===== config.mk =====
export PLATFORM = sky130hd
export DESIGN_NAME = rdf_dest_filter
export DESIGN_NICKNAME = d
export VERILOG_FILES = /design/src/rtl/rdf_pkg.sv /design/src/rtl/rdf_crc_step.sv /design/src/rtl/rdf_addr_match.sv /design/src/rtl/rdf_hash_lookup.sv /design/src/rtl/rdf_dest_filter.sv
export SDC_FILE = /design/constraint.sdc
export NUM_CORES = 1
export LEC_CHECK = 0
export ABC_AREA = 1
export BUFFER_PORTS_ARGS = -buffer_cell sky130_fd_sc_hd__buf_2
export CORE_UTILIZATION = 55
export CTS_CLUSTER_DIAMETER = 150
export DETAILED_ROUTE_END_ITERATION = 10
export GPL_TIMING_DRIVEN = 0
export PLACE_DENSITY = 0.87
export SETUP_SLACK_MARGIN = 0.05
export SLEW_MARGIN = 20
export SYNTH_ARGS = -nofsm -noshare
export SYNTH_HDL_FRONTEND = slang
export SYNTH_SLANG_ARGS = --single-unit

===== constraint.sdc =====
create_clock -name clk -period 4.3 [get_ports clk]
set_input_delay 0.43 -clock clk [delete_from_list [all_inputs] [get_ports clk]]
set_output_delay 0.43 -clock clk [all_outputs]
set_load 0.05 [all_outputs]

===== src/rtl/rdf_pkg.sv =====
package rdf_pkg;
    localparam int ADDR_BYTES = 6;
    localparam int ADDR_W     = ADDR_BYTES * 8;
    localparam int CRC_W      = 32;
    localparam logic [CRC_W-1:0] CRC_POLY   = 32'h04C1_1DB7;
    localparam logic [CRC_W-1:0] CRC_PRESET = 32'hFFFF_FFFF;
    localparam int HASH_BITS  = 6;
    localparam int HI_W       = 17;   // 16 address bits plus enable
    localparam int EN_BIT     = 16;

    typedef enum logic [1:0] {
        ST_IDLE    = 2'd0,
        ST_CAPTURE = 2'd1,
        ST_DECIDE  = 2'd2,
        ST_HOLD    = 2'd3
    } rdf_state_t;
endpackage


===== src/rtl/rdf_crc_step.sv =====
module rdf_crc_step
    import rdf_pkg::*;
(
    input  logic [CRC_W-1:0] crc_in,
    input  logic [7:0]       data_in,
    output logic [CRC_W-1:0] crc_out
);
    logic [CRC_W-1:0] stage [0:8];

    assign stage[0] = crc_in;

    // One serial CRC step per data bit, least significant bit first
    generate
        for (genvar b = 0; b < 8; b++) begin : g_bit
            logic fb;
            assign fb = stage[b][CRC_W-1] ^ data_in[b];
            assign stage[b+1] = fb ? ({stage[b][CRC_W-2:0], 1'b0} ^ CRC_POLY)
                                   : {stage[b][CRC_W-2:0], 1'b0};
        end
    endgenerate

    assign crc_out = stage[8];
endmodule


===== src/rtl/rdf_addr_match.sv =====
module rdf_addr_match
    import rdf_pkg::*;
#(
    parameter int NUM_EXTRA = 3
) (
    input  logic [ADDR_W-1:0]         addr,
    input  logic [31:0]               station_lo,
    input  logic [15:0]               station_hi,
    input  logic [NUM_EXTRA*32-1:0]   extra_lo,
    input  logic [NUM_EXTRA*HI_W-1:0] extra_hi,
    output logic                      hit
);
    logic [NUM_EXTRA-1:0] entry_hit;
    logic                 station_hit;

    assign station_hit = (addr == {station_hi, station_lo});

    generate
        for (genvar e = 0; e < NUM_EXTRA; e++) begin : g_entry
            logic en;
            logic [ADDR_W-1:0] ref_addr;
            assign en        = extra_hi[e*HI_W + EN_BIT];
            assign ref_addr  = {extra_hi[e*HI_W +: 16], extra_lo[e*32 +: 32]};
            assign entry_hit[e] = en && (addr == ref_addr);
        end
    endgenerate

    assign hit = station_hit || (|entry_hit);
endmodule


===== src/rtl/rdf_hash_lookup.sv =====
module rdf_hash_lookup
    import rdf_pkg::*;
(
    input  logic [HASH_BITS-1:0] crc_top,   // raw (not yet inverted) CRC bits 31:26
    input  logic [31:0]          tbl_lo,
    input  logic [31:0]          tbl_hi,
    output logic                 bin_set
);
    localparam int BINS = 1 << HASH_BITS;

    logic [HASH_BITS-1:0] idx;
    logic [BINS-1:0]      table_bits;

    assign idx        = ~crc_top;
    assign table_bits = {tbl_hi, tbl_lo};
    assign bin_set    = table_bits[idx];
endmodule


===== src/rtl/rdf_dest_filter.sv =====
module rdf_dest_filter
    import rdf_pkg::*;
#(
    parameter int NUM_EXTRA = 3
) (
    input  logic                      clk,
    input  logic                      rst_n,
    input  logic                      frm_start,
    input  logic                      byte_valid,
    input  logic [7:0]                byte_data,
    input  logic [31:0]               station_lo,
    input  logic [15:0]               station_hi,
    input  logic [NUM_EXTRA*32-1:0]   extra_lo,
    input  logic [NUM_EXTRA*HI_W-1:0] extra_hi,
    input  logic [31:0]               hash_lo,
    input  logic [31:0]               hash_hi,
    input  logic                      promisc,
    input  logic                      pass_all_mc,
    input  logic                      hash_mc,
    output logic                      verdict_valid,
    output logic                      verdict_accept
);
    localparam int CNT_W = $clog2(ADDR_BYTES + 1);
    localparam logic [CNT_W-1:0] LAST_IDX = CNT_W'(ADDR_BYTES - 1);

    rdf_state_t        state_q, state_d;
    logic [ADDR_W-1:0] addr_q;
    logic [CRC_W-1:0]  crc_q, crc_base, crc_next;
    logic [CNT_W-1:0]  cnt_q, cnt_base;
    logic              held_q;
    logic              take;
    logic              uc_hit, mc_bin, is_group, decide_now;

    // A byte is taken while capturing, or together with a start pulse
    assign take     = byte_valid && (frm_start || (state_q == ST_CAPTURE));
    assign crc_base = frm_start ? CRC_PRESET : crc_q;
    assign cnt_base = frm_start ? '0 : cnt_q;

    rdf_crc_step u_crc (
        .crc_in  (crc_base),
        .data_in (byte_data),
        .crc_out (crc_next)
    );

    rdf_addr_match #(.NUM_EXTRA(NUM_EXTRA)) u_match (
        .addr       (addr_q),
        .station_lo (station_lo),
        .station_hi (station_hi),
        .extra_lo   (extra_lo),
        .extra_hi   (extra_hi),
        .hit        (uc_hit)
    );

    rdf_hash_lookup u_hash (
        .crc_top (crc_q[CRC_W-1 -: HASH_BITS]),
        .tbl_lo  (hash_lo),
        .tbl_hi  (hash_hi),
        .bin_set (mc_bin)
    );

    assign is_group = addr_q[0];

    always_comb begin
        if (promisc) begin
            decide_now = 1'b1;
        end else if (is_group) begin
            if (pass_all_mc)  decide_now = 1'b1;
            else if (hash_mc) decide_now = mc_bin;
            else              decide_now = 1'b0;
        end else begin
            decide_now = uc_hit;
        end
    end

    // Next-state logic
    always_comb begin
        state_d = state_q;
        unique case (state_q)
            ST_IDLE:    state_d = ST_IDLE;
            ST_CAPTURE: if (byte_valid && (cnt_q == LAST_IDX)) state_d = ST_DECIDE;
            ST_DECIDE:  state_d = ST_HOLD;
            ST_HOLD:    state_d = ST_HOLD;
        endcase
        if (frm_start) state_d = ST_CAPTURE;
    end

    // State register
    always_ff @(posedge clk) begin
        if (!rst_n) state_q <= ST_IDLE;
        else        state_q <= state_d;
    end

    // Capture datapath
    always_ff @(posedge clk) begin
        if (!rst_n) begin
            addr_q <= '0;
            crc_q  <= CRC_PRESET;
            cnt_q  <= '0;
            held_q <= 1'b0;
        end else begin
            if (take) begin
                addr_q <= {byte_data, addr_q[ADDR_W-1:8]};
                crc_q  <= crc_next;
                cnt_q  <= cnt_base + 1'b1;
            end else if (frm_start) begin
                crc_q  <= CRC_PRESET;
                cnt_q  <= '0;
            end
            if (state_q == ST_DECIDE) held_q <= decide_now;
        end
    end

    // Outputs
    always_comb begin
        verdict_valid  = 1'b0;
        verdict_accept = 1'b0;
        unique case (state_q)
            ST_IDLE, ST_CAPTURE: begin
            end
            ST_DECIDE: begin
                verdict_valid  = 1'b1;
                verdict_accept = decide_now;
            end
            ST_HOLD: begin
                verdict_valid  = 1'b1;
                verdict_accept = held_q;
            end
        endcase
    end
endmodule


==> run summary <==
Number of max-cap violations = 0
Die area = 0.01447 sq mm
Tcrit/Tclk final = 78.77%
Detailed Route Iter0 Violations = 1247
Drt first pass iters = 7
Via count of the routed design = 9694
Core Footprint = 0.01345 sq mm
Layout Nets = 1886
CP endpoint kind = output pin
CTS clk-pin slew, worst paths = 0.07 ns
Share of cells above drive strength 1 = 21.84%
Max_slew headroom = 54.43%
Worst Path Arrival = 2.96 ns
Final Skew = 0.006877 ns
Root Buffer = clkbuf_16
Status = finished clean
Synth warnings = 0
Slowest cell on the critical path = clkbuf_1
PwrDens = 285.6 mW/mm^2
Row count = 42
ANT nets after route = 0
Register area share after synthesis = 22.37%
Die H = 120.3 um
Critical path's largest stage delay = 0.48 ns
Port-buffer cells = 275
Initial antenna violation count = 0
Max Root-Sink Buffers = 2
Setup violators final = 0
Fin crit period = 3.387 ns
Top-Level Pins = 276
RR Startpoint = addr_q[0]$_SDFFE_PN0P_
Commonest non-fill, non-tap cell in the layout = nand2_1
Commonest non-fill, non-tap cells in the layout = nand2_1 (456), buf_2 (287), inv_1 (156), nor2_1 (134), o21ai_0 (118)
GRT Resource Usage Total = 42.34%
Initial Util = 57.20%
CP top delay family = simple AND/OR/NAND/NOR gates
Congestion Overflow GR = 0
DR WL/cell = 17.33 um
Syn_nets = 1600
Post-CTS Hold Buffers = 0
Worst vdd ir = 0.2952 mV
Crit Path Class = flop to output pin
Final Hold Viols = 0
Lkg Pwr = 4.915 nW
Synth Cell Area = 0.007695 sq mm
Worst Hold Class = primary input to flop
H-tree levels = 3
Total power = 2.738 mW
CTS tree = done
First-pass GRT wire length = 45.84 mm
Crit path required time = 3.87 ns
Setup TNS = 0 ns
Crit Path Max Fanout = 7
Yosys reg bits = 86
Post-route DRC = 0
Critical Path Start = addr_q[0]$_SDFFE_PN0P_
Synth Instances = 1325
Ys async rst share = 0%
RSZ-0062 raised after global routing = no
Drt via density = 5.410
CTS Buf Count = 9
Synth-to-Final Area Change = 24.57%
Wirelength, routed = 31.06 mm
Setup repair bufs after CTS = 0
CTS Sinks = 86
HP Start = byte_data[3]
Vias in the first global route = 8577
CTS resizes = 0
Estimated wirelength of the detail-placed design = 25.33 mm
Number of synthesized flops with an enable pin = 0
Worst-skew pair later-pin latency = 0.35 ns
Main synth FF type = dfxtp_1
FILL cells = 1274
Die width = 120.3 um
FMAX = 295.2 MHz
Antenna cells = 0
Most used cell along the critical path = nand2_1
Routability Congestion = 1.038
Pin count of the biggest net entering global routing = 18
Critical path buffer and inverter count = 2
Max-slew violations = 0
Syn avg cell area = 5.807 sq um
Startpoint types = flop
Cells along the critical path = clkbuf_1 -> xnor2_1 -> nand2_1 -> nor2_1 -> nand2_1 -> nor2_1 -> nand3_1 -> nand2_1 -> nor2_1 -> nor2_1 -> nor2_1 -> nand2_1 -> nand2_1 -> nand2_1 -> buf_2
Unique cell type count in the Yosys netlist = 35
Slew @ Worst Pin = 0.6836 ns
==> metal layers <==
layer  part of all wire [%]  GRT usage [%]  up-vias
met5                      0              0        -
met4                    3.1          15.20        0
met3                     12          8.632       76
met2                     46          69.32      635
met1                     39          55.02     4303
li1                       -              -     4680
==> flip-flops by register name (all words and copies together) (netlist names) <==
signal / cells
crc_q: 32
state_q: 2
cnt_q: 3
addr_q: 48
held_q: 1
==> logic make-up (layout without fill, tap and decap cells) <==
kind of cell,after synthesis,in the layout,share of synthesized area [%]
AOI/OAI and AO/OA,226,226,15.38
xor gates and xnor gates,112,112,15.04
adders and majority gates,1,1,0.1626
buffers and inverters,210,501,10.59
DFF,86,86,22.37
and+or+nand+nor,690,690,36.46
==> synthesized netlist by cell type (4+ instances only) <==
cell / instances / area, sq um
inv_2: 4 / 15.01
o21ai_1: 6 / 30.03
inv_1: 156 / 585.6
o22ai_1: 7 / 43.79
xor2_1: 27 / 236.5
xnor2_2: 5 / 81.33
nor2_1: 134 / 503.0
o21ai_0: 118 / 590.6
buf_2: 12 / 60.06
xor2_4: 5 / 137.6
dfxtp_1: 86 / 1722
nand2_1: 456 / 1712
clkbuf_1: 35 / 131.4
o221ai_1: 5 / 43.79
o211ai_1: 8 / 60.06
xor2_2: 6 / 97.59
or2_2: 15 / 93.84
xnor2_1: 69 / 604.3
a21oi_1: 80 / 400.4
nand3_1: 65 / 325.3
nor2_4: 4 / 45.04
==> worst min-delay path, delay by kind of cell <==
family                 cells  cell delay (ns)
AOI/OAI and AO/OA          1             0.05
buffers and inverters      2             0.17
==> power by group <==
part	total (mW)	internal (mW)	leakage (nW)	switching, mW
logic	1.02	0.394	4.06	0.622
clock network	0.789	0.407	0.143	0.382
registers	0.932	0.860	0.711	0.0723
total	2.74	1.66	4.91	1.08
==> cell type report <==
cell class              count  area (sq um)  area share, %
clock inverters             7         68.82         0.7179
flip-flops and latches     86          1722          17.96
clock buffers               9         225.2          2.350
repair buffers            275          1376          14.36
inverters                 161         604.3          6.305
plain buffers              49         210.2          2.193
well taps                 176         220.2          2.297
multi-input cells        1029          5159          53.82
==> per-stage QoR <==
stage | cells | hold WS [ns] | setup WS [ns] | area, sq um | utilization (%)
floorplan | 1325 | 0.4544 | 1.993 | 7695 | -
global placement | 1776 | 0.4661 | 1.455 | 9291 | 69.07
detailed placement | 1776 | 0.4765 | 1.425 | 9291 | 69.07
CTS | 1792 | 0.3396 | 1.043 | 9585 | 71.25
global route | 1792 | 0.3600 | 0.7865 | 9585 | 71.25
finish | 1792 | 0.3451 | 0.9127 | 9585 | 71.25
==> path summary, 6_finish.rpt <==
path	to	slack, ns	depth (start not counted)
max	verdict_accept	0.91	15
min	addr_q[43]$_SDFFE_PN0P_	0.35	3
max reg2reg	held_q$_SDFFE_PN0P_	1.77	16
min reg2reg	held_q$_SDFFE_PN0P_	0.49	2
No activity file was read; power rests on OpenSTA's default activity.
